### src/rtl/msw_pkg.sv
package msw_pkg;
  typedef enum logic [1:0] {
    MODE_MPDEC = 2'b00,
    MODE_AENC  = 2'b01,
    MODE_ADEC  = 2'b10,
    MODE_BYP   = 2'b11
  } mode_e;

  typedef enum logic [1:0] {
    ST_IDLE = 2'b00,
    ST_ARM  = 2'b01,
    ST_SEL  = 2'b10,
    ST_RUN  = 2'b11
  } seq_st_e;

  localparam int unsigned A_SRST = 0;
  localparam int unsigned A_MODE = 1;
  localparam int unsigned A_RUN  = 2;
  localparam int unsigned A_STAT = 3;
  localparam int unsigned STAT_W = 4;
endpackage

### src/rtl/msw_regif.sv
module msw_regif
  import msw_pkg::*;
#(
  parameter int unsigned ADDR_W = 2,
  parameter int unsigned DATA_W = 8
) (
  input  logic              clk,
  input  logic              rst,
  input  logic              wr_en,
  input  logic [ADDR_W-1:0] wr_addr,
  input  logic              rd_en,
  input  logic [ADDR_W-1:0] rd_addr,
  input  logic [STAT_W-1:0] status,
  output logic              wr_srst,
  output logic              wr_mode,
  output logic              wr_run,
  output logic              rd_stat,
  output logic [DATA_W-1:0] rd_data
);
  localparam int unsigned PAD_W = DATA_W - STAT_W;

  always_comb begin
    wr_srst = wr_en && (wr_addr == ADDR_W'(A_SRST));
    wr_mode = wr_en && (wr_addr == ADDR_W'(A_MODE));
    wr_run  = wr_en && (wr_addr == ADDR_W'(A_RUN));
    rd_stat = rd_en && (rd_addr == ADDR_W'(A_STAT));
  end

  always_ff @(posedge clk) begin
    if (rst) begin
      rd_data <= '0;
    end else if (rd_en) begin
      rd_data <= rd_stat ? {{PAD_W{1'b0}}, status} : '0;
    end
  end

  p_onehot_strobe_r12: assert property (@(posedge clk) disable iff (rst)
    $onehot0({wr_srst, wr_mode, wr_run}));
endmodule

### src/rtl/msw_rstpulse.sv
module msw_rstpulse #(
  parameter int unsigned RST_CYC = 4
) (
  input  logic clk,
  input  logic rst,
  input  logic start,
  output logic core_rst
);
  localparam int unsigned CNT_W = $clog2(RST_CYC + 1);

  logic [CNT_W-1:0] cnt_q;

  always_ff @(posedge clk) begin
    if (rst) begin
      cnt_q <= '0;
    end else if (start) begin
      cnt_q <= CNT_W'(RST_CYC);
    end else if (cnt_q != '0) begin
      cnt_q <= cnt_q - 1'b1;
    end
  end

  assign core_rst = (cnt_q != '0);

  p_pulse_start_r2: assert property (@(posedge clk) disable iff (rst)
    start |=> core_rst);
  p_pulse_bound_r2: assert property (@(posedge clk) disable iff (rst)
    cnt_q <= CNT_W'(RST_CYC));
endmodule

### src/rtl/msw_seq_fsm.sv
module msw_seq_fsm
  import msw_pkg::*;
(
  input  logic       clk,
  input  logic       rst,
  input  logic       wr_srst,
  input  logic       wr_mode,
  input  logic [1:0] mode_in,
  input  logic       wr_run,
  input  logic       rd_stat,
  input  logic       pulse_busy,
  output logic [1:0] act_mode,
  output logic       core_en,
  output logic       src_adc,
  output logic       seq_err
);
  seq_st_e st_q, st_d;
  mode_e   act_q, act_d, pend_q, pend_d;
  logic    en_d, err_ev, run_ok, mode_ok;

  always_comb begin
    mode_ok = (st_q == ST_ARM) || (st_q == ST_SEL);
    run_ok  = mode_ok && !pulse_busy;
    st_d    = st_q;
    act_d   = act_q;
    pend_d  = pend_q;
    en_d    = core_en;
    err_ev  = 1'b0;
    if (wr_srst) begin
      st_d = ST_ARM;
      en_d = 1'b0;
    end else if (wr_mode) begin
      if (mode_ok) begin
        st_d   = ST_SEL;
        pend_d = mode_e'(mode_in);
      end else begin
        err_ev = 1'b1;
      end
    end else if (wr_run) begin
      if (run_ok) begin
        st_d = ST_RUN;
        en_d = 1'b1;
        if (st_q == ST_SEL) act_d = pend_q;
      end else begin
        err_ev = 1'b1;
      end
    end
  end

  always_ff @(posedge clk) begin
    if (rst) begin
      st_q    <= ST_IDLE;
      act_q   <= MODE_MPDEC;
      pend_q  <= MODE_MPDEC;
      core_en <= 1'b0;
      src_adc <= 1'b0;
      seq_err <= 1'b0;
    end else begin
      st_q    <= st_d;
      act_q   <= act_d;
      pend_q  <= pend_d;
      core_en <= en_d;
      src_adc <= (act_d == MODE_BYP);
      if (err_ev)       seq_err <= 1'b1;
      else if (rd_stat) seq_err <= 1'b0;
    end
  end

  assign act_mode = act_q;

  p_srst_stops_r7: assert property (@(posedge clk) disable iff (rst)
    wr_srst |=> !core_en);
  p_en_needs_run_r3: assert property (@(posedge clk) disable iff (rst)
    $rose(core_en) |-> $past(wr_run));
  p_mode_hold_r10: assert property (@(posedge clk) disable iff (rst)
    !wr_run |=> $stable(act_mode));
  p_bad_mode_err_r4: assert property (@(posedge clk) disable iff (rst)
    (wr_mode && (st_q == ST_RUN || st_q == ST_IDLE)) |=> seq_err);
  p_busy_run_rej_r6: assert property (@(posedge clk) disable iff (rst)
    (wr_run && pulse_busy) |=> (seq_err && !core_en));
  p_src_bypass_r8: assert property (@(posedge clk) disable iff (rst)
    src_adc == (act_mode == 2'b11));
endmodule

### src/rtl/mode_switch_seq.sv
module mode_switch_seq
  import msw_pkg::*;
#(
  parameter int unsigned ADDR_W  = 2,
  parameter int unsigned DATA_W  = 8,
  parameter int unsigned RST_CYC = 4
) (
  input  logic              clk,
  input  logic              rst,
  input  logic              wr_en,
  input  logic [ADDR_W-1:0] wr_addr,
  input  logic [DATA_W-1:0] wr_data,
  input  logic              rd_en,
  input  logic [ADDR_W-1:0] rd_addr,
  output logic [DATA_W-1:0] rd_data,
  output logic [1:0]        act_mode,
  output logic              core_en,
  output logic              core_rst,
  output logic              src_adc,
  output logic              seq_err
);
  logic wr_srst, wr_mode, wr_run, rd_stat;
  logic [STAT_W-1:0] status;

  assign status = {seq_err, core_en, act_mode};

  msw_regif #(.ADDR_W(ADDR_W), .DATA_W(DATA_W)) u_regif (
    .clk(clk), .rst(rst), .wr_en(wr_en), .wr_addr(wr_addr),
    .rd_en(rd_en), .rd_addr(rd_addr), .status(status),
    .wr_srst(wr_srst), .wr_mode(wr_mode), .wr_run(wr_run),
    .rd_stat(rd_stat), .rd_data(rd_data)
  );

  msw_rstpulse #(.RST_CYC(RST_CYC)) u_pulse (
    .clk(clk), .rst(rst), .start(wr_srst), .core_rst(core_rst)
  );

  msw_seq_fsm u_fsm (
    .clk(clk), .rst(rst), .wr_srst(wr_srst), .wr_mode(wr_mode),
    .mode_in(wr_data[1:0]), .wr_run(wr_run), .rd_stat(rd_stat),
    .pulse_busy(core_rst), .act_mode(act_mode), .core_en(core_en),
    .src_adc(src_adc), .seq_err(seq_err)
  );

  p_err_clear_r9: assert property (@(posedge clk) disable iff (rst)
    (rd_stat && !wr_en) |=> !seq_err);
endmodule

### config.mk
export PLATFORM = sky130hd
export DESIGN_NAME = mode_switch_seq
export DESIGN_NICKNAME = d
export VERILOG_FILES = /design/src/rtl/msw_pkg.sv /design/src/rtl/msw_regif.sv /design/src/rtl/msw_rstpulse.sv /design/src/rtl/msw_seq_fsm.sv /design/src/rtl/mode_switch_seq.sv
export SDC_FILE = /design/constraint.sdc
export NUM_CORES = 1
export LEC_CHECK = 0
export ABC_AREA = 1
export BUFFER_PORTS_ARGS = -buffer_cell sky130_fd_sc_hd__buf_4
export CAP_MARGIN = 20
export CORE_MARGIN = 5
export CORE_UTILIZATION = 30
export DETAILED_ROUTE_END_ITERATION = 6
export GPL_TIMING_DRIVEN = 0
export PLACE_DENSITY = 0.64
export SYNTH_ARGS = -nofsm -noshare
export SYNTH_HDL_FRONTEND = slang
export SYNTH_SLANG_ARGS = --single-unit
### constraint.sdc
create_clock -name clk -period 1.59 [get_ports clk]
set_input_delay 0.159 -clock clk [delete_from_list [all_inputs] [get_ports clk]]
set_output_delay 0.159 -clock clk [all_outputs]
set_load 0.005 [all_outputs]
==> flow_metrics.tcl, run 1 <==
set metrics [dict create \
    switching_share 0.319 \
    total_power_w 0.00100 \
    synth.largest_area_cell "dfxtp_1" \
    crit_slowest_cell "dfxtp_1" \
    combPwrFrac 0.333 \
    seqPwrFrac 0.464 \
    synth_edf_count 0 \
    ys_warn_count 0 \
    vias 659 \
    crit_type "reg -> out" \
    coreArea_um2 2430 \
    async_flop_share 0 \
    reg2reg_depth 8 \
    start_util 0.310 \
    rsz0062_at_grt "false" \
    fmax_ghz 0.688 \
    rows 18 \
    cts_root_buf "clkbuf_4" \
    ioPinCount 30 \
    final_layout_size_suffix_gt1_frac 0.264 \
    slew_violations 0 \
    drt_iter0_markers 25 \
    cts.clk_slew.worst_paths_ns 0.08 \
    vias_per_cell 4.25 \
    cts_tree "done" \
    clock_latency_ns 0.28 \
    timing.final.crit_share 0.914 \
    ys_ff_latch 16 \
    cp_max_fo 7 \
    fin_crit_ns 1.45 \
    setup_violations 0 \
    synth-simple-area-share 0.246 \
    timing.rr.end "u_fsm.act_mode[1]$_SDFF_PP0_" \
    critPathMostFrequentCell "inv_1" \
    cts.sinks 16 \
    syn_area_per_cell_um2 7.46 \
    synth_top_family_by_area "simple AND/OR/NAND/NOR gates" \
    fin_hold_ws_ns 0.162 \
    antenna_found_initial 0 \
    io_buffers 18 \
    die_h_um 60.1 \
    leakagePower_nw 0.476 \
    finalHoldViolCount 0 \
    grt_pass1_wl_um 2640 \
    grt_pass1_vias 646 \
    drt-pass1-iter-count 2 \
    synth_compound_area_frac 0.113 \
    cp.required_ns 1.43 \
    netlist_area_um2 753 \
    ir_drop_mv 0.542 \
    synthAdderAreaFrac 0.0664 \
    start_kind "register" \
    path_cells "inv_1, ha_1, ha_2, inv_1, buf_4" \
    yosysSeqAreaShare 0.425 \
    n_antenna_cell 0 \
    synth_area_leaders "dfxtp_1, inv_1, nand2_1" \
    postRouteWirelength_um 1420 \
    r2r_setup_slack_ns 0.17 \
    pwr_density_cell_nw_per_um2 1040 \
    synth_common_cells "inv_1, nand2_1, dfxtp_1" \
    synthXorXnorAreaFrac 0 \
    synthCells 101 \
    p_int_w 0.000682 \
    synth_flop_cell "dfxtp_1" \
    p_sw_w 0.000319 \
    grt_max_degree 9 \
    place_hpwl_um 1180 \
    hold_class "in -> reg" \
    setup_slack_ns 0.137 \
    design.die.area_um2 3610 \
    numCtsBuffers 3 \
    timing.rr.start "u_pulse.cnt_q[0]$_SDFFE_PP0P_" \
    ys_types 17 \
    grt_overflow 0 \
    finClkSkew_ns 0.00232 \
    status "finished, final reports clean" \
    crit_arrival_ns 1.29 \
    antenna_left 0 \
    place_ws_ns 0.130 \
    p_clk_frac 0.203 \
    grt.total_usage 0.0972 \
    clock_path_buffers 2 \
    htreeDepth 1 \
    yosysMostFrequentCell "inv_1" \
    cp-end-kind "output port" \
    netlist.area_leader.share 0.425 \
    maxCapViolCount 0 \
    slowest_delay_ns 0.32 \
    min_path_cells 3 \
    route.detailed.drc 0 \
    holdCritStartpoint "wr_data[1]" \
    nNetsFinal 147 \
    finalSetupTns_ns 0 \
    place.gp.congestion 0.694 \
    wire_per_inst_um 9.18 \
    die_w_um 60.1 \
    synthMuxAreaShare 0 \
    hold_path_end "u_fsm.pend_q[1]$_SDFFE_PP0P_" \
    syn_to_final_growth_pct 27.7 \
]
metal layers:
layer  up-vias  track usage  routed length [um]
li1        353            -                   -
met4         0       0.0728                  41
met5         -            0                   0
met3         4       0.0259                 142
met1       277        0.111                 648
met2        25        0.153                 590
stage by stage:
stage / area, um^2 / instances / utilization
2_1_floorplan: 764 / 104 / -
3_3_place_gp: 937 / 152 / 0.385
3_5_place_dp: 937 / 152 / 0.385
4_1_cts: 960 / 155 / 0.395
5_1_grt: 962 / 155 / 0.396
6_report: 962 / 155 / 0.396
flip-flops by register name (all words and copies together) (netlist names):
| name | flops |
|---|---|
| u_fsm.src_adc | 1 |
| u_regif.rd_data | 4 |
| u_fsm.pend_q | 2 |
| u_fsm.act_mode | 2 |
| u_fsm.seq_err | 1 |
| u_fsm.st_q | 2 |
| u_pulse.cnt_q | 3 |
| u_fsm.core_en | 1 |
logic make-up after synthesis:
| logic type | Yosys count |
|---|---|
| compound gates | 17 |
| fa+ha+maj | 4 |
| buf+inv | 25 |
| flops | 16 |
| other cells | 1 |
| simple gates | 38 |
how the worst max path moves through the flow:
stage / from / end / slack, ns
final: u_pulse.cnt_q[0]$_SDFFE_PP0P_ / core_rst / 0.14
after global routing: u_pulse.cnt_q[0]$_SDFFE_PP0P_ / u_fsm.src_adc$_SDFF_PP0_ / 0.03
after global placement: u_pulse.cnt_q[0]$_SDFFE_PP0P_ / u_fsm.act_mode[1]$_SDFF_PP0_ / 0.14
after detailed placement: u_pulse.cnt_q[0]$_SDFFE_PP0P_ / u_fsm.act_mode[1]$_SDFF_PP0_ / 0.13
after floorplan: u_pulse.cnt_q[0]$_SDFFE_PP0P_ / u_fsm.act_mode[1]$_SDFF_PP0_ / 0.26
after CTS: u_pulse.cnt_q[0]$_SDFFE_PP0P_ / core_rst / 0.07
timing repair:
| action | in CTS | in global routing |
|---|---|---|
| buffers inserted | 0 | 0 |
| setup endpoints to repair | 0 | 4 |
| hold buffers | 0 | 0 |
| gates resized for setup | 0 | 1 |
worst max-delay path: cells and delay by family (launching register included):
family | cells | cell delay (ns)
adders and majority gates | 2 | 0.42
DFF | 1 | 0.32
buffers and inverters | 3 | 0.28
cell usage in the layout, fill, tap and decap left out, drive strengths merged:
cell / Yosys / layout
buf: 4 / 22
a21oi: 10 / 10
inv: 20 / 20
clkbuf: 1 / 4
dfxtp: 16 / 16
conb: 1 / 4
nor2: 9 / 9
nand4: 1 / 1
nand3b: 1 / 1
o21ai: 7 / 7
nand2: 20 / 20
nand3: 7 / 7
ha: 4 / 4
power by group through the flow:
| stage | clock [W] | sequential [W] | combinational [W] |
|---|---|---|---|
| finish | 0.000203 | 0.000465 | 0.000333 |
| global route | 0.000238 | 0.000471 | 0.000398 |
| CTS | 0.000215 | 0.000465 | 0.000332 |
| detailed placement | 0 | 0.000474 | 0.000329 |
| global placement | 0 | 0.000472 | 0.000318 |
| floorplan | 0 | 0.000471 | 0.000231 |
cell type report:
type	instances	area, um^2
plain buffers	5	33.8
flip-flops and latches	16	320
repair buffers	18	135
inverters	20	75.1
fillers	260	1470
well taps	30	37.5
multi-input cells	63	338
clock buffers	3	22.5
(Power assumes the default switching activity.)
==> run 2: changes to the inputs <==
CORE_MARGIN = unset   (was 5)
SKIP_LAST_GASP = 1   (was unset)
==> run 2 against run 1 <==
Net effect: wire length decreased by 6.6%; clock skew increased by 0.0013 ns; core utilization increased by 2.8 points; via count decreased by 0.15%; sequential share of layout area decreased by 0.39 points; cell area increased by 1.2%; fmax increased by 0.36%; sequential power about the same; register-to-register slack about the same; hold slack got worse by 0.0039 ns; critical endpoint unchanged; largest cell class unchanged; largest power group unchanged.
==> flow_metrics.tcl, run 2 (synthesis gave the netlist of run 1 again) <==
set metrics [dict create \
    grt_overflow 0 \
    top_register "u_regif.rd_data" \
    crit_type "reg -> out" \
    largestRegisters "u_regif.rd_data x4, u_pulse.cnt_q x3" \
    hold_path_end "u_fsm.pend_q[1]$_SDFFE_PP0P_" \
    finalSetupTns_ns 0 \
    timing.rr.end "u_fsm.act_mode[1]$_SDFF_PP0_" \
    coreArea_um2 2300 \
    cp_max_fo 7 \
    drt_iter0_markers 14 \
    place.gp.congestion 0.780 \
    grt_max_degree 10 \
    fin_area_um2 973 \
    nNetsFinal 147 \
    path_cells "inv_1, ha_1, ha_2, inv_1, buf_4" \
    grt_pass1_wl_um 2230 \
    clock_path_buffers 2 \
    start_kind "register" \
    wire_per_inst_um 8.63 \
    r2r_setup_slack_ns 0.17 \
    cts.clk_slew.worst_paths_ns 0.09 \
    grt_pass1_vias 573 \
    cts_tree "done" \
    htreeDepth 1 \
    drt-pass1-iter-count 4 \
    placed_area_um2 935 \
    design.die.area_um2 2710 \
    rsz0062_at_grt "false" \
    io_buffers 18 \
    holdBufCountCts 0 \
    die_h_um 52.1 \
    final_layout_size_suffix_gt1_frac 0.270 \
    vias 658 \
    cts_root_buf "clkbuf_4" \
    route.detailed.drc 0 \
    die_w_um 52.1 \
    fin_hold_ws_ns 0.158 \
    status "finished, final reports clean" \
    critPathMostFrequentCell "inv_1" \
    numCtsBuffers 3 \
    most-common-layout-cells "buf_4, inv_1, nand2_1" \
    fmax_ghz 0.691 \
    finalHoldViolCount 0 \
    n_antenna_cell 0 \
    postRouteWirelength_um 1330 \
    reg2reg_depth 8 \
    crit_slowest_cell "dfxtp_1" \
    pwr_density_cell_nw_per_um2 1100 \
    rows 17 \
    final_common_cell "buf_4" \
    place_hpwl_um 1080 \
    slew_violations 0 \
    slowest_delay_ns 0.32 \
    timing.rr.start "u_pulse.cnt_q[0]$_SDFFE_PP0P_" \
    largest_reg_flops 4 \
    timing.final.crit_share 0.911 \
    holdCritStartpoint "wr_data[1]" \
    hold_class "in -> reg" \
    grt.total_usage 0.111 \
    antenna_left 0 \
    antenna_found_initial 0 \
    crit_arrival_ns 1.29 \
    fin_crit_ns 1.45 \
    cp.required_ns 1.43 \
    clock_latency_ns 0.28 \
    ioPinCount 30 \
    vias_per_cell 4.27 \
    start_util 0.328 \
    cts.sinks 16 \
    cp-end-kind "output port" \
    setup_violations 0 \
    ctsResizeCount 0 \
    maxCapViolCount 0 \
    ir_drop_mv 0.536 \
    min_path_cells 3 \
    finClkSkew_ns 0.00367 \
    syn_to_final_growth_pct 29.2 \
    post_cts_buffers 0 \
    leakagePower_nw 0.483 \
]
[run 2: changes by cell type in the layout (fill, tap and decap cells not counted)]
cell | previous run | this run
clkbuf_8 | 0 | 1
[run 2: power by group]
part           switching, W  leakage, nW  internal (W)
sequential        0.0000200        0.130      0.000444
clock              0.000124       0.0210      0.000139
combinational      0.000188        0.332      0.000151
[run 2: final cells by class]
cell class | count | area (um^2)
Buffer | 5 | 33.8
Timing Repair Buffer | 18 | 135
Inverter | 20 | 75.1
Multi-Input combinational cell | 63 | 338
Clock buffer | 4 | 36.3
Tap cell | 28 | 35.0
Sequential cell | 16 | 320
Fill cell | 236 | 1320
[run 2: how the worst max path moves through the flow]
stage | endpoint | startpoint | cells past startpoint | slack, ns
after global placement | u_fsm.act_mode[1]$_SDFF_PP0_ | u_pulse.cnt_q[0]$_SDFFE_PP0P_ | 8 | 0.14
final | core_rst | u_pulse.cnt_q[0]$_SDFFE_PP0P_ | 5 | 0.14
after floorplan | u_fsm.act_mode[1]$_SDFF_PP0_ | u_pulse.cnt_q[0]$_SDFFE_PP0P_ | 8 | 0.26
after CTS | core_rst | u_pulse.cnt_q[0]$_SDFFE_PP0P_ | 5 | 0.07
after global routing | u_fsm.pend_q[0]$_SDFFE_PP0P_ | u_fsm.st_q[0]$_SDFFE_PP0P_ | 6 | 0.03
after detailed placement | u_fsm.act_mode[1]$_SDFF_PP0_ | u_pulse.cnt_q[0]$_SDFFE_PP0P_ | 8 | 0.12
[run 2: per-stage QoR]
step                power [W]  utilization  std cells  worst slack [ns]
floorplan            0.000702            -        104             0.258
global placement     0.000789        0.407        150             0.144
finish                0.00107        0.424        154             0.142
CTS                   0.00108        0.423        154            0.0655
detailed placement   0.000810        0.407        150             0.118
global route          0.00117        0.424        154            0.0309
[run 2: critical path, delay by kind of cell, from the launching register on]
family,cells,cell delay (ns)
adders and majority gates,2,0.42
buffers and inverters,3,0.27
DFF,1,0.32
[run 2: metal layers]
| layer | track usage | wire length, um | vias to the layer above |
|---|---|---|---|
| met4 | 0.0541 | 8 | 0 |
| li1 | - | - | 354 |
| met1 | 0.145 | 658 | 280 |
| met5 | 0 | 0 | - |
| met2 | 0.169 | 568 | 22 |
| met3 | 0.0263 | 94 | 2 |
